## src/rtl/pcib_pkg.sv

```systemverilog
package pcib_pkg;

  localparam int unsigned WORD_W = 32;

  localparam logic [15:0] OFS_CFG_ADDR = 16'h01C0;
  localparam logic [15:0] OFS_MEM_BASE = 16'h01C4;
  localparam logic [15:0] OFS_IO_BASE  = 16'h01C8;
  localparam logic [15:0] OFS_CFG_DATA = 16'h0220;

  localparam logic [31:0] MEM_BASE_KEEP    = 32'hFF00_0001;
  localparam logic [31:0] IO_BASE_KEEP     = 32'hFFFC_0001;
  localparam logic [31:0] IO_BASE_INIT     = 32'hFE24_0000;
  localparam logic [31:0] HDR_CMDSTAT_INIT = 32'h0290_0080;
  localparam int unsigned HDR_CMDSTAT_IDX  = 1;

  typedef enum logic [2:0] {
    SEL_HDR,
    SEL_CFG_ADDR,
    SEL_MEM_BASE,
    SEL_IO_BASE,
    SEL_CFG_DATA,
    SEL_NONE
  } reg_sel_e;

  typedef enum logic {
    CP_IDLE,
    CP_WAIT
  } cp_state_e;

  function automatic reg_sel_e decode_offset(input logic [15:0] a,
                                             input int unsigned hdr_bytes);
    logic [15:0] w;
    w = a & 16'hFFFC;
    if (32'(w) < hdr_bytes) return SEL_HDR;
    case (w)
      OFS_CFG_ADDR: return SEL_CFG_ADDR;
      OFS_MEM_BASE: return SEL_MEM_BASE;
      OFS_IO_BASE:  return SEL_IO_BASE;
      OFS_CFG_DATA: return SEL_CFG_DATA;
      default:      return SEL_NONE;
    endcase
  endfunction

endpackage

```

## src/rtl/pcib_hdr.sv

```systemverilog
module pcib_hdr
  import pcib_pkg::*;
#(
  parameter int unsigned WORDS = 64,
  parameter int unsigned DW    = 32,
  localparam int unsigned IDX_W = $clog2(WORDS)
) (
  input  logic             clk,
  input  logic             rst,
  input  logic             we,
  input  logic [IDX_W-1:0] widx,
  input  logic [DW-1:0]    wdata,
  input  logic [IDX_W-1:0] ridx,
  output logic [DW-1:0]    rdata
);

  function automatic logic [DW-1:0] init_word(input int unsigned i);
    if (i == HDR_CMDSTAT_IDX) return DW'(HDR_CMDSTAT_INIT);
    return '0;
  endfunction

  logic [DW-1:0] mem [WORDS];

  for (genvar g = 0; g < WORDS; g++) begin : g_word
    localparam logic [DW-1:0] RST_VAL = init_word(g);
    always_ff @(posedge clk) begin
      if (rst) begin
        mem[g] <= RST_VAL;
      end else if (we && (widx == IDX_W'(g))) begin
        mem[g] <= wdata;
      end
    end
  end

  assign rdata = mem[ridx];

endmodule

```

## src/rtl/pcib_iowin.sv

```systemverilog
module pcib_iowin
  import pcib_pkg::*;
(
  input  logic        clk,
  input  logic        rst,
  input  logic        wr,
  input  logic [31:0] wdata,
  input  logic [31:18] probe,
  output logic [31:0] base,
  output logic        hit
);

  logic [31:0] base_q;
  logic        relocate;

  assign relocate = wr && (wdata[31:18] != base_q[31:18]);

  always_ff @(posedge clk) begin
    if (rst) begin
      base_q <= IO_BASE_INIT;
    end else if (relocate) begin
      base_q <= wdata & IO_BASE_KEEP;
    end
  end

  assign base = base_q;
  assign hit  = (probe == base_q[31:18]);

  // a write that keeps the base bits leaves every bit alone
  a_r6_same_base_ignored: assert property (@(posedge clk) disable iff (rst)
    (wr && (wdata[31:18] == base_q[31:18])) |=> $stable(base_q));

endmodule

```

## src/rtl/pcib_cfg_port.sv

```systemverilog
module pcib_cfg_port
  import pcib_pkg::*;
#(
  parameter int unsigned AW = 32,
  parameter int unsigned DW = 32
) (
  input  logic          clk,
  input  logic          rst,
  input  logic          start,
  input  logic          start_we,
  input  logic [AW-1:0] start_addr,
  input  logic [DW-1:0] start_wdata,
  output logic          busy,
  output logic          done,
  output logic [DW-1:0] done_rdata,
  output logic          cfg_req,
  output logic          cfg_we,
  output logic [AW-1:0] cfg_addr,
  output logic [DW-1:0] cfg_wdata,
  input  logic          cfg_ack,
  input  logic [DW-1:0] cfg_rdata
);

  cp_state_e     state_q;
  logic          we_q;
  logic [AW-1:0] addr_q;
  logic [DW-1:0] wdata_q;

  always_ff @(posedge clk) begin
    if (rst) begin
      state_q <= CP_IDLE;
      we_q    <= 1'b0;
      addr_q  <= '0;
      wdata_q <= '0;
    end else begin
      case (state_q)
        CP_IDLE: begin
          if (start) begin
            state_q <= CP_WAIT;
            we_q    <= start_we;
            addr_q  <= start_addr;
            wdata_q <= start_wdata;
          end
        end
        CP_WAIT: begin
          if (cfg_ack) state_q <= CP_IDLE;
        end
        default: state_q <= CP_IDLE;
      endcase
    end
  end

  assign busy       = (state_q == CP_WAIT);
  assign done       = busy && cfg_ack;
  assign done_rdata = we_q ? '0 : cfg_rdata;
  assign cfg_req    = busy;
  assign cfg_we     = we_q;
  assign cfg_addr   = addr_q;
  assign cfg_wdata  = wdata_q;

  // a pending request keeps its fields until acknowledged
  a_r9_req_held: assert property (@(posedge clk) disable iff (rst)
    (cfg_req && !cfg_ack) |=> (cfg_req && $stable(cfg_we) &&
                               $stable(cfg_addr) && $stable(cfg_wdata)));

  // one transaction per access, never a start on top of a pending one
  a_r8_no_start_when_busy: assert property (@(posedge clk) disable iff (rst)
    start |-> !busy);

endmodule

```

## src/rtl/pcib_irq_route.sv

```systemverilog
module pcib_irq_route #(
  parameter int unsigned            NUM_IRQ   = 4,
  parameter logic [NUM_IRQ*8-1:0]   DEVFN_MAP = {8'h08, 8'h10, 8'h00, 8'h18}
) (
  input  logic               clk,
  input  logic               rst,
  input  logic [NUM_IRQ-1:0] irq_in,
  output logic [NUM_IRQ-1:0] irq_out
);

  function automatic logic [NUM_IRQ-1:0] src_mask(input int unsigned k);
    logic [NUM_IRQ-1:0] m;
    int unsigned        dev;
    m = '0;
    for (int unsigned i = 0; i < NUM_IRQ; i++) begin
      dev = 32'(DEVFN_MAP[i*8 +: 8]) >> 3;
      if ((dev % NUM_IRQ) == k) m[i] = 1'b1;
    end
    return m;
  endfunction

  logic [NUM_IRQ-1:0] routed;

  for (genvar k = 0; k < NUM_IRQ; k++) begin : g_out
    localparam logic [NUM_IRQ-1:0] MASK = src_mask(k);
    assign routed[k] = |(irq_in & MASK);
  end

  always_ff @(posedge clk) begin
    if (rst) irq_out <= '0;
    else     irq_out <= routed;
  end

  // all inputs quiet means all outputs quiet one cycle later
  a_r12_quiet: assert property (@(posedge clk) disable iff (rst)
    (irq_in == '0) |=> (irq_out == '0));

  // an output is only ever raised by some input one cycle earlier
  a_r12_has_source: assert property (@(posedge clk) disable iff (rst)
    (irq_out != '0) |-> ($past(irq_in) != '0));

endmodule

```

## src/rtl/pcib_regs.sv

```systemverilog
module pcib_regs
  import pcib_pkg::*;
#(
  parameter int unsigned          ADDR_W    = 10,
  parameter int unsigned          HDR_WORDS = 64,
  parameter int unsigned          NUM_IRQ   = 4,
  parameter logic [NUM_IRQ*8-1:0] DEVFN_MAP = {8'h08, 8'h10, 8'h00, 8'h18}
) (
  input  logic               clk,
  input  logic               rst,
  input  logic               cpu_sel,
  input  logic               cpu_we,
  input  logic [ADDR_W-1:0]  cpu_addr,
  input  logic [31:0]        cpu_wdata,
  output logic [31:0]        cpu_rdata,
  output logic               cpu_ready,
  output logic               cfg_req,
  output logic               cfg_we,
  output logic [31:0]        cfg_addr,
  output logic [31:0]        cfg_wdata,
  input  logic               cfg_ack,
  input  logic [31:0]        cfg_rdata,
  input  logic [31:18]       io_probe_addr,
  output logic               io_hit,
  input  logic [NUM_IRQ-1:0] irq_in,
  output logic [NUM_IRQ-1:0] irq_out
);

  localparam int unsigned DW        = WORD_W;
  localparam int unsigned HDR_IDX_W = $clog2(HDR_WORDS);
  localparam int unsigned HDR_BYTES = HDR_WORDS * 4;

  reg_sel_e  sel;
  logic      cp_busy;
  logic      cp_done;
  logic [DW-1:0] cp_rdata;
  logic      accept;
  logic      wr_acc;

  logic [DW-1:0] cfg_addr_q;
  logic [DW-1:0] mem_base_q;
  logic [DW-1:0] io_base;
  logic [DW-1:0] hdr_rdata;
  logic [DW-1:0] rd_mux;
  logic [HDR_IDX_W-1:0] hdr_idx;

  assign sel     = decode_offset(16'(cpu_addr), HDR_BYTES);
  assign accept  = cpu_sel && !cpu_ready && !cp_busy;
  assign wr_acc  = accept && cpu_we;
  assign hdr_idx = cpu_addr[HDR_IDX_W+1:2];

  pcib_hdr #(
    .WORDS (HDR_WORDS),
    .DW    (DW)
  ) i_hdr (
    .clk   (clk),
    .rst   (rst),
    .we    (wr_acc && (sel == SEL_HDR)),
    .widx  (hdr_idx),
    .wdata (cpu_wdata),
    .ridx  (hdr_idx),
    .rdata (hdr_rdata)
  );

  pcib_iowin i_iowin (
    .clk   (clk),
    .rst   (rst),
    .wr    (wr_acc && (sel == SEL_IO_BASE)),
    .wdata (cpu_wdata),
    .probe (io_probe_addr),
    .base  (io_base),
    .hit   (io_hit)
  );

  pcib_cfg_port #(
    .AW (DW),
    .DW (DW)
  ) i_cfg_port (
    .clk         (clk),
    .rst         (rst),
    .start       (accept && (sel == SEL_CFG_DATA)),
    .start_we    (cpu_we),
    .start_addr  (cfg_addr_q),
    .start_wdata (cpu_wdata),
    .busy        (cp_busy),
    .done        (cp_done),
    .done_rdata  (cp_rdata),
    .cfg_req     (cfg_req),
    .cfg_we      (cfg_we),
    .cfg_addr    (cfg_addr),
    .cfg_wdata   (cfg_wdata),
    .cfg_ack     (cfg_ack),
    .cfg_rdata   (cfg_rdata)
  );

  pcib_irq_route #(
    .NUM_IRQ   (NUM_IRQ),
    .DEVFN_MAP (DEVFN_MAP)
  ) i_irq (
    .clk     (clk),
    .rst     (rst),
    .irq_in  (irq_in),
    .irq_out (irq_out)
  );

  always_ff @(posedge clk) begin
    if (rst) begin
      cfg_addr_q <= '0;
      mem_base_q <= '0;
    end else if (wr_acc) begin
      if (sel == SEL_CFG_ADDR) cfg_addr_q <= cpu_wdata;
      if (sel == SEL_MEM_BASE) mem_base_q <= cpu_wdata & MEM_BASE_KEEP;
    end
  end

  always_comb begin
    case (sel)
      SEL_HDR:      rd_mux = hdr_rdata;
      SEL_CFG_ADDR: rd_mux = cfg_addr_q;
      SEL_MEM_BASE: rd_mux = mem_base_q;
      SEL_IO_BASE:  rd_mux = io_base;
      default:      rd_mux = '0;
    endcase
  end

  always_ff @(posedge clk) begin
    if (rst) begin
      cpu_ready <= 1'b0;
      cpu_rdata <= '0;
    end else begin
      cpu_ready <= 1'b0;
      if (cp_done) begin
        cpu_ready <= 1'b1;
        cpu_rdata <= cp_rdata;
      end else if (accept && (sel != SEL_CFG_DATA)) begin
        cpu_ready <= 1'b1;
        cpu_rdata <= cpu_we ? '0 : rd_mux;
      end
    end
  end

  // completion is a single-cycle pulse
  a_r10_ready_pulse: assert property (@(posedge clk) disable iff (rst)
    cpu_ready |=> !cpu_ready);

  // the CPU is never released while a transaction is still pending
  a_r10_no_ready_while_req: assert property (@(posedge clk) disable iff (rst)
    !(cfg_req && cpu_ready));

endmodule

```

## config.mk

```make
export PLATFORM = sky130hd
export DESIGN_NAME = pcib_regs
export DESIGN_NICKNAME = d
export VERILOG_FILES = /design/src/rtl/pcib_pkg.sv /design/src/rtl/pcib_hdr.sv /design/src/rtl/pcib_iowin.sv /design/src/rtl/pcib_cfg_port.sv /design/src/rtl/pcib_irq_route.sv /design/src/rtl/pcib_regs.sv
export SDC_FILE = /design/constraint.sdc
export NUM_CORES = 2
export LEC_CHECK = 0
export ABC_AREA = 1
export BUFFER_PORTS_ARGS = -buffer_cell sky130_fd_sc_hd__buf_2
export CORE_AREA = 2 2 634 636
export DETAILED_ROUTE_END_ITERATION = 16
export DIE_AREA = 0 0 636 638
export HOLD_SLACK_MARGIN = 0.08
export PLACE_DENSITY_LB_ADDON = 0.2
export SLEW_MARGIN = 20
export SYNTH_ARGS = -nofsm -noshare
export SYNTH_HDL_FRONTEND = slang
export SYNTH_SLANG_ARGS = --single-unit
```

## constraint.sdc

```tcl
create_clock -name clk -period 4.8 [get_ports clk]
set_input_delay 0.48 -clock clk [delete_from_list [all_inputs] [get_ports clk]]
set_output_delay 0.48 -clock clk [all_outputs]
set_load 0.05 [all_outputs]
```

# [After elaboration in Yosys (flattened, before gate mapping)]
# Memories as Yosys holds them, arrays and structs flattened.
# Index checks and enable logic that the tools add are counted.
[word_totals] out_inout_bits=104 mem_count=1 in_bits=97 regBits=159 ramBits=2048 wordCells=504
[mem_list] memory="i_hdr.mem" words=64 width=32 rd=1 rd_clocked_by_memory_dff=0 wr=64 line_no="pcib_hdr.sv:22" rtl="logic [DW-1:0] mem [WORDS];"
[classes] muxes=272 reduce_logical=81 bitwise_logic=65 order_cmp=1 n_eq_ne=74
[op_table] cell="2-to-1 mux 32 bit" n=68
[op_table] cell="2-to-1 mux 1 bit" n=199
[op_table] cell="equality test 6 bit (second input constant)" n=32
[op_table] cell="one-hot mux 32 bit (4 select lines)" n=1
[op_table] cell="equality test 6 x 5 -> 1 bit (second input constant)" n=16
[op_table] cell="logical AND 1 bit" n=73
[op_table] cell="bitwise OR 1 bit" n=64
[op_table] cell="equality test 6 x 4 -> 1 bit (second input constant)" n=8
[op_table] cell="equality test 6 x 3 -> 1 bit (second input constant)" n=4
[op_table] cell="equality test 8 x 7 -> 1 bit (second input constant)" n=3
[op_table] cell="equality test 14 bit" n=1
[op_table] cell="!= test 14 bit" n=1
[op_table] cell="equality test 6 x 2 -> 1 bit (second input constant)" n=2
[op_table] cell="one-hot mux 3 bit (4 select lines)" n=1
[op_table] cell="< comparator 10 x 9 -> 1 bit (second input constant)" n=1
[op_table] cell="equality test 8 bit (second input constant)" n=1
[op_table] cell="equality test 3 x 2 -> 1 bit (second input constant)" n=2
[op_table] cell="equality test 6 x 1 -> 1 bit (second input constant)" n=1
[op_table] cell="zero test 6 bit" n=1
[op_table] cell="2-to-1 mux 3 bit" n=2
[op_table] cell="AND reduction 2 bit" n=3
[op_table] cell="equality test 3 x 1 -> 1 bit (second input constant)" n=1
[op_table] cell="equality test 3 bit (second input constant)" n=1
[op_table] cell="zero test 3 bit" n=1
[op_table] cell="other kinds (5)" n=6

# [Logic depth before layout (Yosys ltp)]
[logic_depth] ltp_word=10 ltp_mapped=17 mapped_depth_nobuf=15

# [Cells and area by module]
# A second synthesis with hierarchy kept.
[hier_totals] hier_cells=10786 area_unflattened_um2=101152.0
[modules_own_cells] mod="pcib_hdr" area_each_um2=92600.1 cells_per_inst=9368 instances=1
[modules_own_cells] mod="pcib_regs" area_each_um2=4165.2 cells_per_inst=710 instances=1
[modules_own_cells] mod="pcib_cfg_port" area_each_um2=3050.4 cells_per_inst=496 instances=1
[modules_own_cells] mod="pcib_iowin" area_each_um2=1226.2 cells_per_inst=200 instances=1
[modules_own_cells] mod="pcib_irq_route" area_each_um2=110.1 cells_per_inst=12 instances=1

# [Least setup slack after synthesis]
# No wires, ideal clock.
[synth_timing] kind="reg-to-reg" start="register i_cfg_port.state_q (netlist: i_cfg_port.busy)" end="memory i_hdr.mem[48][0], enable pin" stages_incl_launch_ff=11 n_path_buf=1 slack_ns=0.459 arrival_time_ns=3.875 required_ns=4.334 setup_ns=0.466 path_cell_list="dfxtp_1 > nor2_1 > nand2_1 > nor2_1 > inv_2 > nor2_1 > inv_2 > nor2_2 > inv_1 > clkbuf_1 > o21ai_0"
[synth_lines] item="start: declaration" line_no="pcib_cfg_port.sv:24" rtl="cp_state_e state_q;"
[synth_lines] item="start signal: assignment" line_no="pcib_cfg_port.sv:31" rtl="state_q <= CP_IDLE;"
[synth_lines] item="start signal: assignment" line_no="pcib_cfg_port.sv:39" rtl="state_q <= CP_WAIT;"
[synth_lines] item="start signal: assignment" line_no="pcib_cfg_port.sv:46" rtl="if (cfg_ack) state_q <= CP_IDLE;"
[synth_lines] item="end: declaration" line_no="pcib_hdr.sv:22"

==> results.md <==
- Mapped Avg Cell Area: approximately 9 µm²
- Clock skew: between 0.09 and 0.1 ns
- Number of hold-repair buffers added at the cts stage: 59
- Drt pass-1 iters: 6
- Area Overhead vs Synth: 16.4%
- DR vias: 74,934
- Clock power frac: between 40% and 50%
- Setup crit start kind: flip-flop
- Kind of cell adding the most delay to the critical path: buffers and inverters
- Post-CTS sizing: 0
- Min-Delay Path Depth: 3
- Largest net degree at the start of global routing: 162
- Post-route design area: ~120,000 µm²
- Die ar.: 406,000 µm²
- RSZ-0062 raised after global routing: false
- Peak supply drop: a little under 0.0003 V
- Die width: about 640 µm
- Final setup vio count: 0
- Port bufs: a little under 200
- Die height: roughly 640 µm
- Worst slew pin tran: roughly 1.1 ns
- Crit-path max FO: 17
- Skew-Pair Late Insertion Delay: 0.95 ns
- Fin nets: approximately 11,000
- Share of layout cells above drive strength 1: roughly 9.0%
- Synth Register Bits: 2,207
- Net Switching: between 10 and 15 mW
- Sequential area share after synthesis: between 60% and 70%
- Required time worst endpoint: between 5 and 6 ns
- Internal Power: 32.5 mW
- Part of the power in registers: 49.3%
- Pwr dens: ~380 nW/µm²
- Num Clock Sinks: around 2,200
- Hpwl dp: 229 mm
- Yosys warns: 0
- Min-Delay Path Class: primary input to flip-flop
- CP Class: flip-flop to flip-flop
- Initial detailed-routing violation count: slightly above 7,000
- Fmax: 0.291 GHz
- CTS max path bufs: 4
- Max-cap violations: 0
- Number of CTS-inserted buffers: between 200 and 250
- Post-Route WL: about 390 mm
- Vias in the first global route: between 70,000 and 80,000
- Row count: approximately 230
- Starting Density: 24.9%
- Endpoints failing hold: 0
- CTS H-tree lvls: 4
- Stages on worst setup path: 13
- Post-Syn Area: ~99,000 µm²
- Reg2reg path depth: 13
- Clk pin slew, worst setup/hold paths: 0.06 ns
- DP Area: between 100,000 and 150,000 µm²
- DR WL/cell: around 24 µm
- Clock root cell: clkbuf_16
- Endpoint class of the critical path: flip-flop
- Outcome: finished clean
- CP max stage delay: around 0.52 ns
- Total gr overflow: 0
- Initial antenna violation count: 27
- First-pass GRT wire length: roughly 550 mm
- Tmin final: 3.44 ns
- # IOs: about 200
- Comb pwr share: ~9%
- Worst EP arrival: ~4.2 ns
- Max-slew violation count: 0
- Total setup buffers inserted after CTS: 0
- Slew HR: between 20% and 30%
- Worst path slowest cell: nor3_4
- Unique masters post-synth: 38
- Sw Share: between 20% and 30%
- Routability cong.: slightly above 0.8
- Mapped Cells: approximately 11,000
- DRC: 0
- Setup TNS: 0 ns
- Leakage: 48.3 nW
- CTS tree: built
- Routed vias/inst: roughly 4.6
- Syn nets: around 11,000
- Gr usage total: about a fifth
- Final worst-path cycle share: 71.6%
- Core ar.: roughly 400,000 µm²
- CP cell instances: nor2_1 -> nand2_1 -> nor2_1 -> inv_2 -> nor2_1 -> inv_2 -> nor2_2 -> buf_4 -> inv_2 -> nor3_4 -> inv_2 -> buf_12 -> nor2_1
- Post-route ant nets: 0
- CP Buf/Inv Count: 6
cell families (layout without fill, tap and decap cells):
kind of cell | count (synthesis) | count (layout) | share of synthesized area, %
simple gates | 6453 | 6453 | 24.6
flops | 2207 | 2207 | 65.1
buf+inv | 1347 | 1519 | 5.37
compound gates | 886 | 886 | 4.78
xor+xnor | 11 | 11 | 0.0970
other cells | 0 | 7 | 0
synthesized netlist by cell type:
cell type	instances	share of area [%]
edfxtp_1	2048	62
clkinv_1	4	0.015
a22oi_1	5	0.038
inv_1	481	1.8
o21ai_0	543	2.7
xor2_1	6	0.053
o2111ai_1	1	0.0088
a22o_1	2	0.018
o21ai_1	12	0.060
o221ai_1	1	0.0088
nand3b_1	1	0.0076
inv_2	18	0.068
nor4_1	3	0.019
nor3b_1	1	0.0076
a221oi_1	7	0.062
inv_4	1	0.0063
or2_2	5	0.031
buf_4	8	0.060
nor2_1	4107	16
nand2_1	2212	8.4
nand4_1	3	0.019
nor3_4	1	0.016
a21oi_1	148	0.75
o211ai_1	9	0.068
buf_2	190	0.96
buf_1	26	0.098
nand2_2	3	0.019
buf_6	1	0.011
clkbuf_1	618	2.3
dfxtp_1	159	3.2
nor2_4	3	0.034
nor4b_1	1	0.0088
o21bai_1	31	0.23
xnor2_1	5	0.044
o311ai_1	1	0.0088
nand3_1	102	0.51
nor2_2	11	0.069
o22ai_1	126	0.79
path summary, 6_finish.rpt:
| kind | slack, ns | from | endpoint |
|---|---|---|---|
| min | 0.11 | cpu_wdata[2] | i_hdr.mem[33][2]$_SDFFCE_PN0P_ |
| min reg2reg | 0.46 | i_iowin.base[0]$_SDFFE_PP0P_ | i_iowin.base[0]$_SDFFE_PP0P_ |
| max | 1.36 | i_cfg_port.busy$_SDFF_PP0_ | i_hdr.mem[1][10]$_SDFFCE_PN0P_ |
| max reg2reg | 1.36 | i_cfg_port.busy$_SDFF_PP0_ | i_hdr.mem[1][10]$_SDFFCE_PN0P_ |
registers in the layout (all words and copies together) (netlist names):
| register | cells |
|---|---|
| mem_base_q | 9 |
| cpu_rdata | 32 |
| cfg_addr_q | 32 |
| cpu_ready | 1 |
| i_cfg_port.cfg_addr | 32 |
| i_cfg_port.cfg_wdata | 32 |
| i_cfg_port.busy | 1 |
| i_hdr.mem | 2048 |
| i_cfg_port.cfg_we | 1 |
| i_iowin.base | 15 |
| i_irq.irq_out | 4 |
cell type report:
class / count / area (µm²)
Antenna cell: 7 / 17.5
Clock buffer: 323 / 6630
Sequential cell: 2207 / 64700
Multi-Input combinational cell: 7350 / 30300
Timing Repair Buffer: 570 / 4550
Clock inverter: 122 / 852
Inverter: 504 / 2020
Tap cell: 5265 / 6590
Fill cell: 42006 / 283000
placed cells by master (no fill, tap or decap), drive strengths merged, types with 2 or more instances in the layout:
master	count
a22oi	5
nand4	3
nand2	2215
o211ai	9
dfxtp	159
diode	7
inv	508
xnor2	5
o22ai	126
a22o	2
o21ai	555
edfxtp	2048
nor2	4121
dlygate4sd3	59
a21oi	148
nor4	3
clkinv	108
xor2	6
nand3	102
bufinv	10
or2	5
clkbuf	323
o21bai	31
buf	511
a221oi	7
worst register-to-register path: stages (launching register included):
cell	delay (ns)
dfxtp_1	0.34
nor2_1	0.11
nand2_1	0.15
nor2_1	0.19
inv_2	0.12
nor2_1	0.14
inv_2	0.13
nor2_2	0.16
buf_4	0.30
inv_2	0.38
nor3_4	0.52
inv_2	0.33
buf_12	0.27
nor2_1	0.10
per-layer routing:
layer	global-route usage, %	vias up	routed length (µm)
met2	30.3	2038	180000
met5	0	-	13
met1	25.9	37457	175000
met4	5.41	2	12100
li1	-	34932	-
met3	2.32	505	21300
through the flow:
step | instances | setup slack [ns] | hold slack, ns | utilization, % | power [mW]
2_1_floorplan | 10904 | 0.459 | 0.431 | - | 24.1
3_3_place_gp | 15837 | 0.643 | 0.444 | 27.0 | 26.0
3_5_place_dp | 15837 | 0.622 | 0.450 | 27.0 | 26.0
4_1_cts | 16341 | 1.37 | 0.0814 | 29.0 | 44.3
5_1_grt | 16342 | 1.22 | 0.121 | 29.0 | 45.2
6_report | 16348 | 1.36 | 0.109 | 29.0 | 43.9
power by group through the flow:
stage | logic [mW] | registers, mW | clock network [mW]
final | 3.95 | 21.7 | 18.3
after CTS | 3.98 | 21.7 | 18.6
after global routing | 4.24 | 21.7 | 19.3
after detailed placement | 3.94 | 22.1 | 0
after floorplan | 1.93 | 22.2 | 0
after global placement | 3.94 | 22.1 | 0
(Power assumes the default switching activity.)
